### config.mk
export PLATFORM = sky130hd
export DESIGN_NAME = mseq_sequencer
export DESIGN_NICKNAME = d
export VERILOG_FILES = /design/src/rtl/mseq_pkg.sv /design/src/rtl/mseq_store.sv /design/src/rtl/mseq_field_split.sv /design/src/rtl/mseq_cond_sel.sv /design/src/rtl/mseq_next_addr.sv /design/src/rtl/mseq_sequencer.sv
export SDC_FILE = /design/constraint.sdc
export NUM_CORES = 2
export LEC_CHECK = 0
export CAP_MARGIN = 5
export CORE_AREA = 5 5 524 422
export DETAILED_ROUTE_END_ITERATION = 10
export DIE_AREA = 0 0 529 427
export PLACE_DENSITY = 0.62
export SYNTH_ARGS = -nofsm -noshare
export SYNTH_HDL_FRONTEND = slang
export SYNTH_HIERARCHICAL = 1
export SYNTH_SLANG_ARGS = --single-unit
### constraint.sdc
create_clock -name clk -period 5.7 [get_ports clk]
set_clock_uncertainty 0.2 [all_clocks]
set_input_delay 1.425 -clock clk [delete_from_list [all_inputs] [get_ports clk]]
set_output_delay 1.425 -clock clk [all_outputs]
set_load 0.1 [all_outputs]
### src/rtl/mseq_pkg.sv
package mseq_pkg;
   localparam int UOP_W = 3;
   localparam int CD_W  = 2;
   localparam int BR_W  = 2;

   typedef enum logic [CD_W-1:0] {
      CD_ALWAYS = 2'b00,
      CD_IND    = 2'b01,
      CD_SIGN   = 2'b10,
      CD_ZERO   = 2'b11
   } cond_sel_e;

   typedef enum logic [BR_W-1:0] {
      BR_JMP  = 2'b00,
      BR_CALL = 2'b01,
      BR_RET  = 2'b10,
      BR_MAP  = 2'b11
   } br_kind_e;
endpackage

### src/rtl/mseq_store.sv
module mseq_store #(
   parameter int ADDR_W = 7,
   parameter int WORD_W = 20,
   localparam int DEPTH = 1 << ADDR_W
) (
   input  logic              clk,
   input  logic              wr_en,
   input  logic [ADDR_W-1:0] wr_addr,
   input  logic [WORD_W-1:0] wr_data,
   input  logic [ADDR_W-1:0] rd_addr,
   output logic [WORD_W-1:0] rd_data
);
   logic [WORD_W-1:0] mem [DEPTH];

   always_ff @(posedge clk) begin
      if (wr_en) mem[wr_addr] <= wr_data;
   end

   // asynchronous read: the word at the current address is visible this cycle
   assign rd_data = mem[rd_addr];
endmodule

### src/rtl/mseq_field_split.sv
module mseq_field_split
   import mseq_pkg::*;
#(
   parameter int ADDR_W = 7,
   localparam int WORD_W = 3*UOP_W + CD_W + BR_W + ADDR_W
) (
   input  logic [WORD_W-1:0] word,
   output logic [UOP_W-1:0]  uop_a,
   output logic [UOP_W-1:0]  uop_b,
   output logic [UOP_W-1:0]  uop_c,
   output cond_sel_e         cd,
   output br_kind_e          br,
   output logic [ADDR_W-1:0] ad
);
   localparam int AD_LSB = 0;
   localparam int BR_LSB = AD_LSB + ADDR_W;
   localparam int CD_LSB = BR_LSB + BR_W;
   localparam int UC_LSB = CD_LSB + CD_W;
   localparam int UB_LSB = UC_LSB + UOP_W;
   localparam int UA_LSB = UB_LSB + UOP_W;

   assign ad    = word[AD_LSB +: ADDR_W];
   assign br    = br_kind_e'(word[BR_LSB +: BR_W]);
   assign cd    = cond_sel_e'(word[CD_LSB +: CD_W]);
   assign uop_c = word[UC_LSB +: UOP_W];
   assign uop_b = word[UB_LSB +: UOP_W];
   assign uop_a = word[UA_LSB +: UOP_W];
endmodule

### src/rtl/mseq_cond_sel.sv
module mseq_cond_sel
   import mseq_pkg::*;
(
   input  cond_sel_e cd,
   input  logic      st_ind,
   input  logic      st_sign,
   input  logic      st_zero,
   output logic      cond_true
);
   localparam int NSRC = 1 << CD_W;
   logic [NSRC-1:0] src;
   logic [NSRC-1:0] hit;

   assign src = {st_zero, st_sign, st_ind, 1'b1};

   for (genvar i = 0; i < NSRC; i++) begin : g_src
      assign hit[i] = (cd == cond_sel_e'(i)) & src[i];
   end

   assign cond_true = |hit;
endmodule

### src/rtl/mseq_next_addr.sv
module mseq_next_addr
   import mseq_pkg::*;
#(
   parameter int ADDR_W  = 7,
   parameter int OPC_W   = 4,
   parameter int MAP_LSB = 2
) (
   input  logic [ADDR_W-1:0] car,
   input  logic [ADDR_W-1:0] sbr,
   input  logic [ADDR_W-1:0] ad,
   input  logic [OPC_W-1:0]  opcode,
   input  br_kind_e          br,
   input  logic              cond_true,
   output logic [ADDR_W-1:0] car_nxt,
   output logic              sbr_we,
   output logic [ADDR_W-1:0] sbr_nxt
);
   logic [ADDR_W-1:0] car_inc;
   logic [ADDR_W-1:0] map_addr;

   assign car_inc  = ADDR_W'(car + 1'b1);
   assign map_addr = ADDR_W'({opcode, {MAP_LSB{1'b0}}});
   assign sbr_nxt  = car_inc;

   always_comb begin
      car_nxt = car_inc;
      sbr_we  = 1'b0;
      unique case (br)
         BR_JMP:  if (cond_true) car_nxt = ad;
         BR_CALL: if (cond_true) begin
            car_nxt = ad;
            sbr_we  = 1'b1;
         end
         BR_RET:  car_nxt = sbr;
         BR_MAP:  car_nxt = map_addr;
         default: car_nxt = car_inc;
      endcase
   end
endmodule

### src/rtl/mseq_sequencer.sv
module mseq_sequencer
   import mseq_pkg::*;
#(
   parameter int ADDR_W     = 7,
   parameter int OPC_W      = 4,
   parameter int MAP_LSB    = 2,
   parameter int FETCH_ADDR = 64,
   localparam int WORD_W    = 3*UOP_W + CD_W + BR_W + ADDR_W
) (
   input  logic              clk,
   input  logic              rst_n,
   input  logic              ld_en,
   input  logic [ADDR_W-1:0] ld_addr,
   input  logic [WORD_W-1:0] ld_word,
   input  logic [OPC_W-1:0]  opcode,
   input  logic              st_ind,
   input  logic              st_sign,
   input  logic              st_zero,
   output logic [UOP_W-1:0]  uop_a,
   output logic [UOP_W-1:0]  uop_b,
   output logic [UOP_W-1:0]  uop_c,
   output logic [ADDR_W-1:0] ctl_addr
);
   if (OPC_W + MAP_LSB >= ADDR_W) begin : g_bad_map
      $error("map slot must fit in the lower half of the store");
   end
   if (FETCH_ADDR >= (1 << ADDR_W) || FETCH_ADDR < 0) begin : g_bad_fetch
      $error("fetch entry outside the control store");
   end

   logic [ADDR_W-1:0] car_q;
   logic [ADDR_W-1:0] sbr_q;
   logic [ADDR_W-1:0] car_nxt;
   logic [ADDR_W-1:0] sbr_nxt;
   logic              sbr_we;
   logic [WORD_W-1:0] cur_word;
   cond_sel_e         cd_sel;
   br_kind_e          br_kind;
   logic [ADDR_W-1:0] ad_fld;
   logic              cond_true;

   mseq_store #(.ADDR_W(ADDR_W), .WORD_W(WORD_W)) i_store (
      .clk     (clk),
      .wr_en   (ld_en),
      .wr_addr (ld_addr),
      .wr_data (ld_word),
      .rd_addr (car_q),
      .rd_data (cur_word)
   );

   mseq_field_split #(.ADDR_W(ADDR_W)) i_split (
      .word  (cur_word),
      .uop_a (uop_a),
      .uop_b (uop_b),
      .uop_c (uop_c),
      .cd    (cd_sel),
      .br    (br_kind),
      .ad    (ad_fld)
   );

   mseq_cond_sel i_cond (
      .cd        (cd_sel),
      .st_ind    (st_ind),
      .st_sign   (st_sign),
      .st_zero   (st_zero),
      .cond_true (cond_true)
   );

   mseq_next_addr #(.ADDR_W(ADDR_W), .OPC_W(OPC_W), .MAP_LSB(MAP_LSB)) i_next (
      .car       (car_q),
      .sbr       (sbr_q),
      .ad        (ad_fld),
      .opcode    (opcode),
      .br        (br_kind),
      .cond_true (cond_true),
      .car_nxt   (car_nxt),
      .sbr_we    (sbr_we),
      .sbr_nxt   (sbr_nxt)
   );

   always_ff @(posedge clk) begin
      if (!rst_n) begin
         car_q <= ADDR_W'(FETCH_ADDR);
         sbr_q <= '0;
      end else begin
         car_q <= car_nxt;
         if (sbr_we) sbr_q <= sbr_nxt;
      end
   end

   assign ctl_addr = car_q;
endmodule

==> results.yml <==
status:
  status: "completed"
worst_setup_path:
  crit_top_cell: "mux4_2"
  crit_path_max_incr_delay_ns: 0.62
  path_buf_inv: 4
  slowest_stage: "mux4_2"
  cp-start-kind: "register"
  path_class: "reg -> out"
  critPathCaptureType: "output port"
  worstPathCellList: "buf_4 -> buf_12 -> buf_16 -> mux4_2 -> mux4_2 -> mux4_2 -> mux2_4 -> buf_12"
  crit_family: "multiplexers"
  cp.required_ns: 4.07
  crit_path_max_fanout: 10
  arrival_ns: 4.02
synth:
  synthCells: 3902
  async_flop_share: 0
  synth_xor_area_frac: 0.0002667
  yosysMostFrequentCell: "edfxtp_1"
  synth.avg_cell_area_um2: 25.25
  synth_fp_nets: 3940
  synth-edff-count: 2560
  synth_common_cells: "edfxtp_1, mux4_2, clkbuf_1, nor2_1, buf_2"
  muxShareOfSynthArea: 0.1957
  yosys_warnings: 6
  synthSimpleGateAreaFrac: 0.009447
  synth_fa_ha_area_frac: 0.0001270
  seq_area_frac_synth: 0.7830
  yosysTopAreaCell: "edfxtp_1"
  ys.flop_type: "edfxtp_1"
  synth_compound_area_frac: 0.0009270
  ys_ff_latch: 2574
  yosysTopAreaCellShare: 0.7802
  synth_top_family_by_area: "multiplexers"
  yosys-top-cells-area: "edfxtp_1, mux4_2, clkbuf_1"
  synth_area_um2: 98530
  synth_cell_types: 35
layout:
  area_growth_pct: 14.35
  fin_cells: 7331
  nets: 4301
  drive_gt1_frac: 0.3687
  fin_util: 0.5218
routing:
  first_iter_violations: 6508
  ant_nets: 0
  drt-vias-per-instance: 6.099
  drc_errors: 0
  firstDrtPassIters: 6
  drt_wl_total_um: 244900
  vias: 44720
  post_drt_wl_per_cell_um: 33.41
sta:
  rsz0062_at_grt: "yes"
  period_minus_slack_ns: 5.647
  setup_slack_ns: 0.05338
  min_period_over_period: 0.9906
  slew_headroom: 0.2480
  setup_viol: 0
  max_freq_ghz: 0.1771
  slew_violations: 0
  finalHoldViolations: 0
  tightest_slew_ns: 1.128
  whs_ns: 0.3324
grt:
  grt_max_degree: 92
  grt_first_pass_wirelength_um: 344600
  grt_pass1_vias: 44570
  antenna_found_initial: 34
  gr-total-overflow: 0
  track_usage: 0.2174
floorplanning:
  rows: 153
  die_y_um: 427
  design.portCount: 53
  start_util: 0.4563
  dieArea_um2: 225900
  core_area_um2: 215900
  dieWidth_um: 529
place:
  pre_cts_slack_ns: 0.6434
  dp_cells: 6844
  gp_congestion: 0.8027
  io_buffers: 52
  dp_hpwl_um: 133900
power:
  design_power_total_w: 0.04605
  p_leak_nw: 33.80
  vdd_drop_max_uv: 477.9
  power.density_nw_per_um2: 408.7
clock_network:
  cts_buffers: 234
  clockRootBuffer: "clkbuf_16"
  cts_sinks: 2574
  clock_latency_ns: 0.88
  cts_buffer_depth: 3
  path_clk_slew_ns: 0.06
  cts_tree: "yes"
  cts_max_level: 4
flow_run:
  max_cap_violations: 0
worst_hold_path:
  hold_path.class: "reg -> reg"
report_power, final:
| group | switching [W] | leakage (nW) | internal [W] |
|---|---|---|---|
| Combinational | 0.00531 | 7.10 | 0.00451 |
| Clock | 0.00688 | 3.56 | 0.00825 |
| Sequential | 0.000176 | 23.1 | 0.0209 |
path summary, 6_finish.rpt:
kind,startpoint,endpoint,slack [ns],cells after the start
hold reg to reg,sbr_q[1],sbr_q[1],0.33,2
hold / removal,sbr_q[1],sbr_q[1],0.33,2
setup / recovery,ctl_addr[0],uop_b[0],0.05,8
setup reg to reg,ctl_addr[0],sbr_q[2],0.73,17
cells by family after synthesis:
kind of cell    count (synthesis)
simple gates                  210
buf+inv                       228
mux                           874
compound gates                 12
xor+xnor                        3
flops                        2574
fa+ha+maj                       1
placed cells by master, fill, tap and decap left out, types with 4 or more instances in the layout:
master / instances
nand2b_1: 5
and2_1: 6
buf_8: 4
mux2_4: 9
buf_4: 251
bufinv_16: 15
clkbuf_1: 57
mux4_2: 840
edfxtp_1: 2560
clkinv_1: 64
buf_12: 39
nor3_2: 11
mux2i_1: 12
clkbuf_16: 239
diode_2: 8
dfxtp_1: 8
clkdlybuf4s50_1: 23
clkinv_2: 38
clkinv_16: 9
clkinvlp_4: 5
nand2_1: 24
nor2_1: 5
buf_16: 17
mux2_2: 13
dfxtp_4: 5
buf_6: 8
bufbuf_16: 5
nor2b_1: 16
nand3_1: 14
nor2_2: 119
repair_timing:
action                                  in CTS  in global routing
cloned                                      11                  5
resized for setup                           43                  7
hold buffers                                 0                  0
endpoints found under the setup margin       9                  9
setup buffers                               22                 14
registers in the layout, indices dropped and copies added (netlist names):
signal       count
i_store/mem   2560
sbr_q            7
ctl_addr         7
stage by stage:
| step | TNS, ns | cell area [µm²] |
|---|---|---|
| after floorplan | 0 | 98530 |
| after global placement | 0 | 104300 |
| after detailed placement | 0 | 104300 |
| after CTS | -0.07102 | 112400 |
| after global routing | -0.1593 | 112700 |
| final | 0 | 112700 |
worst min-delay path: cells and delay by family, from the launching register on:
kind / cells / cell delay, ns
DFF: 1 / 0.33
and+or+nand+nor: 1 / 0.10
muxes: 1 / 0.07
final cells by class:
type,instances,area (µm²)
timing repair buffer,352,3801
inverter,1,3.754
sequential,2574,77170
clock inverter,138,1295
antenna,8,20.02
multi-input combinational,1100,20720
tap,2867,3587
clock buffer,291,6070
fill,16320,103300
per-layer routing:
metal | vias to the layer above | GRT usage | part of all wire
met5 | - | 0 | 0.000053
met4 | 2 | 0.04606 | 0.020
met3 | 304 | 0.04864 | 0.10
met2 | 2220 | 0.3275 | 0.46
met1 | 24470 | 0.3304 | 0.42
li1 | 17720 | - | -
Power figures use the tool's default switching activity.
